## src/rtl/brfetch_pkg.sv

```systemverilog
package brfetch_pkg;

   typedef enum logic [1:0] {
      POL_STALL     = 2'd0,
      POL_NOT_TAKEN = 2'd1,
      POL_TAKEN     = 2'd2,
      POL_DELAY     = 2'd3
   } bf_policy_e;

   typedef struct packed {
      logic squash;
      logic stall;
      logic hold;
      logic redirect;
   } bf_ctl_t;

endpackage

```

## src/rtl/brfetch_cond.sv

```systemverilog
module brfetch_cond #(
   parameter int XLEN = 32
) (
   input  logic            live,
   input  logic            is_branch,
   input  logic            is_jump,
   input  logic            br_nez,
   input  logic [XLEN-1:0] reg_val,
   output logic            ctl_present,
   output logic            taken
);
   logic is_zero;

   assign is_zero     = (reg_val == '0);
   assign ctl_present = live & (is_branch | is_jump);
   assign taken       = live & (is_jump | (is_branch & (br_nez ? ~is_zero : is_zero)));
endmodule

```

## src/rtl/brfetch_target.sv

```systemverilog
module brfetch_target #(
   parameter int XLEN   = 32,
   parameter int IMM_W  = 16,
   parameter int JIDX_W = 26
) (
   input  logic [XLEN-1:0]   seq_pc,
   input  logic [IMM_W-1:0]  imm,
   input  logic [JIDX_W-1:0] jidx,
   input  logic              use_jump,
   output logic [XLEN-1:0]   target
);
   localparam int EXT_W     = XLEN - IMM_W;
   localparam int JREGION_W = XLEN - JIDX_W - 2;

   logic [XLEN-1:0] br_off;
   logic [XLEN-1:0] br_tgt;
   logic [XLEN-1:0] jmp_tgt;

   assign br_off = {{EXT_W{imm[IMM_W-1]}}, imm} << 2;
   assign br_tgt = seq_pc + br_off;

   generate
      if (JREGION_W > 0) begin : g_region
         assign jmp_tgt = {seq_pc[XLEN-1 -: JREGION_W], jidx, 2'b00};
      end else begin : g_flat
         assign jmp_tgt = {jidx, 2'b00};
      end
   endgenerate

   assign target = use_jump ? jmp_tgt : br_tgt;
endmodule

```

## src/rtl/brfetch_policy.sv

```systemverilog
module brfetch_policy
   import brfetch_pkg::*;
(
   input  logic [1:0] policy,
   input  logic       ctl_present,
   input  logic       taken,
   output bf_ctl_t    ctl
);
   bf_policy_e pol;

   assign pol = bf_policy_e'(policy);

   always_comb begin
      ctl          = '0;
      ctl.redirect = taken;
      unique case (pol)
         POL_STALL: begin
            ctl.squash = ctl_present;
            ctl.stall  = ctl_present;
            ctl.hold   = ctl_present & ~taken;
         end
         POL_NOT_TAKEN: begin
            ctl.squash = taken;
         end
         POL_TAKEN: begin
            ctl.squash = ctl_present;
            ctl.hold   = ctl_present & ~taken;
         end
         default: begin
            ctl.squash = 1'b0;
         end
      endcase
   end
endmodule

```

## src/rtl/brfetch_unit.sv

```systemverilog
module brfetch_unit
   import brfetch_pkg::*;
#(
   parameter int              XLEN     = 32,
   parameter int              IMM_W    = 16,
   parameter int              JIDX_W   = 26,
   parameter logic [XLEN-1:0] RESET_PC = '0
) (
   input  logic              clk,
   input  logic              rst_n,
   input  logic [1:0]        policy_i,
   input  logic              id_branch_i,
   input  logic              id_jump_i,
   input  logic              id_br_nez_i,
   input  logic [XLEN-1:0]   id_reg_i,
   input  logic [IMM_W-1:0]  id_imm_i,
   input  logic [JIDX_W-1:0] id_jidx_i,
   output logic [XLEN-1:0]   fetch_pc_o,
   output logic [XLEN-1:0]   next_pc_o,
   output logic              ifid_squash_o,
   output logic              fetch_stall_o
);
   localparam logic [XLEN-1:0] INSN_BYTES = XLEN'(4);

   initial begin
      if (IMM_W + 2 > XLEN) $fatal(1, "offset wider than the address");
      if (JIDX_W + 2 > XLEN) $fatal(1, "jump index wider than the address");
   end

   logic [XLEN-1:0] fetch_pc_q;
   logic [XLEN-1:0] id_seq_q;
   logic            id_live_q;
   logic [XLEN-1:0] seq_pc;
   logic [XLEN-1:0] target;
   logic            ctl_present;
   logic            taken;
   bf_ctl_t         ctl;
   logic [XLEN-1:0] next_pc;

   assign seq_pc = fetch_pc_q + INSN_BYTES;

   brfetch_cond #(.XLEN(XLEN)) u_cond (
      .live        (id_live_q),
      .is_branch   (id_branch_i),
      .is_jump     (id_jump_i),
      .br_nez      (id_br_nez_i),
      .reg_val     (id_reg_i),
      .ctl_present (ctl_present),
      .taken       (taken)
   );

   brfetch_target #(.XLEN(XLEN), .IMM_W(IMM_W), .JIDX_W(JIDX_W)) u_target (
      .seq_pc   (id_seq_q),
      .imm      (id_imm_i),
      .jidx     (id_jidx_i),
      .use_jump (id_jump_i),
      .target   (target)
   );

   brfetch_policy u_policy (
      .policy      (policy_i),
      .ctl_present (ctl_present),
      .taken       (taken),
      .ctl         (ctl)
   );

   always_comb begin
      if (ctl.redirect)  next_pc = target;
      else if (ctl.hold) next_pc = fetch_pc_q;
      else               next_pc = seq_pc;
   end

   always_ff @(posedge clk) begin
      if (!rst_n) begin
         fetch_pc_q <= RESET_PC;
         id_seq_q   <= '0;
         id_live_q  <= 1'b0;
      end else begin
         fetch_pc_q <= next_pc;
         id_seq_q   <= seq_pc;
         id_live_q  <= ~ctl.squash;
      end
   end

   assign fetch_pc_o    = fetch_pc_q;
   assign next_pc_o     = next_pc;
   assign ifid_squash_o = ctl.squash;
   assign fetch_stall_o = ctl.stall;
endmodule

```

## config.mk

```make
export PLATFORM = sky130hd
export DESIGN_NAME = brfetch_unit
export DESIGN_NICKNAME = d
export VERILOG_FILES = /design/src/rtl/brfetch_pkg.sv /design/src/rtl/brfetch_cond.sv /design/src/rtl/brfetch_target.sv /design/src/rtl/brfetch_policy.sv /design/src/rtl/brfetch_unit.sv
export SDC_FILE = /design/constraint.sdc
export NUM_CORES = 1
export LEC_CHECK = 0
export ABC_AREA = 1
export CORE_ASPECT_RATIO = 1.2
export CORE_MARGIN = 2
export CORE_UTILIZATION = 40
export CTS_BUF_LIST = sky130_fd_sc_hd__clkbuf_2 sky130_fd_sc_hd__clkbuf_4 sky130_fd_sc_hd__clkbuf_8
export DETAILED_ROUTE_END_ITERATION = 12
export PLACE_DENSITY_LB_ADDON = 0.12
export SLEW_MARGIN = 5
export SYNTH_ARGS = -nofsm -noshare
export SYNTH_HDL_FRONTEND = slang
export SYNTH_SLANG_ARGS = --single-unit
```

## constraint.sdc

```tcl
create_clock -name clk -period 6.1 [get_ports clk]
set_input_delay 0.915 -clock clk [delete_from_list [all_inputs] [get_ports clk]]
set_output_delay 0.915 -clock clk [all_outputs]
set_load 0.02 [all_outputs]
```

==> impl_metrics.ini <==
[synthesis]
synthTopCellsByArea = nand2_1, dfxtp_1, inv_1
syn_area_per_cell_sq_um = 5.624
synth_cell_types = 35
syn_nets = 1226
synth-seq-cells = 65
synth_top_cell_by_area = nand2_1
async_reset_ff_frac = 0
yosys-top-cells-count = nand2_1, inv_1, nor2_1, nand3_1, dfxtp_1
synthFlopType = dfxtp_1
synth_warnings = 0
synth_top_area_share = 0.2355
synth_area_sq_um = 6265
ys_seq_area_frac = 0.2077
synth_edf_count = 0
post-synth-top-count-cell = nand2_1
synth_cells = 1114

[clocking]
clockBufferDepth = 2
cts_made_buffers = 9
clkLatencyLatePin_ps = 360
clk_pin_slew_ps = 60
cts-root-buf = clkbuf_8
cts_htree_levels = 3
cts_sinks = 65
postCtsHoldBufs = 0
post_cts_resize_count = 0
cts_tree = built
postCtsSetupBuffers = 0

[setup_path]
end_kind = output port
crit_type = in -> out
arrival_ps = 4170
required_ps = 5180
crit_fanout = 15
startpoint_type = primary input

[floorplan]
rows = 50
die_w_um = 118.2
die_h_um = 141.1
start_util = 0.4054
dieArea_sq_um = 16680
boundaryPins = 147
coreArea_sq_um = 15450

[layout]
n_fill_cell = 1679
n_antenna_cell = 0
multiInputGateArea_sq_um = 4055
synthToLayoutAreaGrowth_pct = 28.08
area.sequential_sq_um = 1301
stdcell_count = 1455
final_nets = 1356
layout-drive-gt1-share = 0.04411

[sta]
tns_ps = 0
final-hold-violation-count = 0
setup_viol = 0
worst_pin_slew_ps = 1072
rsz0062_at_grt = false
finClkSkew_ps = 7.706
drv_slew = 0
max_slew_margin = 0.2851
period_needed_ps = 5086
clock.fmax_mhz = 196.6
finalCritPeriodShare = 0.8338

[hold_path]
hold_class = reg -> reg

[detailed_routing]
dr.pass1.iters = 5
antenna_left = 0
drc = 0
vias_per_cell = 4.883
post_drt_wl_per_cell_um = 15.02
num_vias = 7105
first_iter_violations = 534
routed_wirelength_mm = 21.86

[grt]
grt_first_pass_wirelength_mm = 34.64
grt_usage = 0.2619
grt_pass1_vias = 6932
grt_max_degree = 63
antenna_found_initial = 0
grt-ovfl-total = 0

[power]
p_leak_nw = 4.042
powerDensity_nw_per_um2 = 173.9
p_int_mw = 0.8535
sw_frac_of_total = 0.3882
power_frac_comb = 0.406
clock_power_share = 0.240
seq_power_share = 0.354
ir_drop_v = 0.00008711
p_switching_mw = 0.5416

[placement]
placed_cells = 1441
gp_congestion = 0.9835
detailed_place_hpwl_mm = 17.64
portBuffers = 146

[run]
cap_violations = 0

[outcome]
status = complete, no violations
[cell usage in the layout (no fill, tap or decap), types with 3 or more instances in the layout]
master,count
xor2_1,26
nor3_1,20
nand3_2,19
nand3_1,93
clkbuf_8,11
a21oi_1,30
inv_2,3
o21ai_0,8
or2_2,5
dfxtp_1,65
clkdlybuf4s50_1,146
inv_1,192
buf_4,6
ha_1,30
nand4_1,45
nor2_1,125
nand3b_1,5
xnor2_1,4
nand2_1,393
and2_1,4
[worst max-delay path, cell delays in order]
cell and delay, ps:
clkdlybuf4s50_1 740, ha_1 540, nand2_1 110, nor2_1 240, and2_1 270, nand3b_1 190
nand4_1 160, nand3_1 100, nand2_1 120, nand2_1 90, nand2_1 100, clkdlybuf4s50_1 600
[power groups by stage]
stage / combinational (mW) / clock [mW] / sequential (mW)
5_1_grt: 0.624 / 0.356 / 0.497
4_1_cts: 0.567 / 0.340 / 0.492
3_5_place_dp: 0.563 / 0 / 0.501
3_3_place_gp: 0.561 / 0 / 0.502
6_report: 0.566 / 0.335 / 0.493
2_1_floorplan: 0.316 / 0 / 0.510
[cell families after synthesis]
family	share of synthesized area
and+or+nand+nor	0.5035
adders and majority gates	0.06311
buffers and inverters	0.1450
AOI/OAI and AO/OA	0.03875
xor gates and xnor gates	0.04194
DFF	0.2077
[per-stage QoR]
stage,setup WS [ps],cell area [sq um],utilization,total power [mW],hold WS (ps)
after CTS,1055,8024,0.5193,1.398,448.1
after global routing,828.4,8024,0.5193,1.477,480.2
after floorplan,2623,6265,-,0.8255,420.5
after detailed placement,1074,7855,0.5083,1.064,435.6
after global placement,1051,7855,0.5083,1.064,438.2
final,1014,8024,0.5193,1.395,451.0
[final timing paths]
path | slack [ps] | end | cells past startpoint | start
worst max register to register | 3640 | fetch_pc_o[14] | 13 | id_seq_q[2]
worst min register to register | 450 | id_seq_q[1] | 2 | fetch_pc_o[1]
worst min-delay path | 450 | id_seq_q[1] | 2 | fetch_pc_o[1]
worst max-delay path | 1010 | next_pc_o[22] | 12 | id_imm_i[15]
[layer usage]
| metal | share of wire | up-vias | GRT usage |
|---|---|---|---|
| met5 | 0 | - | 0 |
| met4 | 0.028 | 0 | 0.09004 |
| met3 | 0.048 | 39 | 0.03074 |
| met2 | 0.48 | 213 | 0.4618 |
| met1 | 0.45 | 3143 | 0.3294 |
| li1 | - | 3710 | - |
[state kept, by name, summed over array words and instances, names as in the netlist]
name	flops
fetch_pc_o	32
id_live_q	1
id_seq_q	32
[final cells by class]
class	count	area share
Inverter	195	0.09122
Clock buffer	11	0.01887
Tap cell	208	0.03243
Timing Repair Buffer	152	0.1877
Sequential cell	65	0.1622
Multi-Input combinational cell	821	0.5054
Clock inverter	3	0.002183
Note: power is estimated with default switching activity, not from simulation.
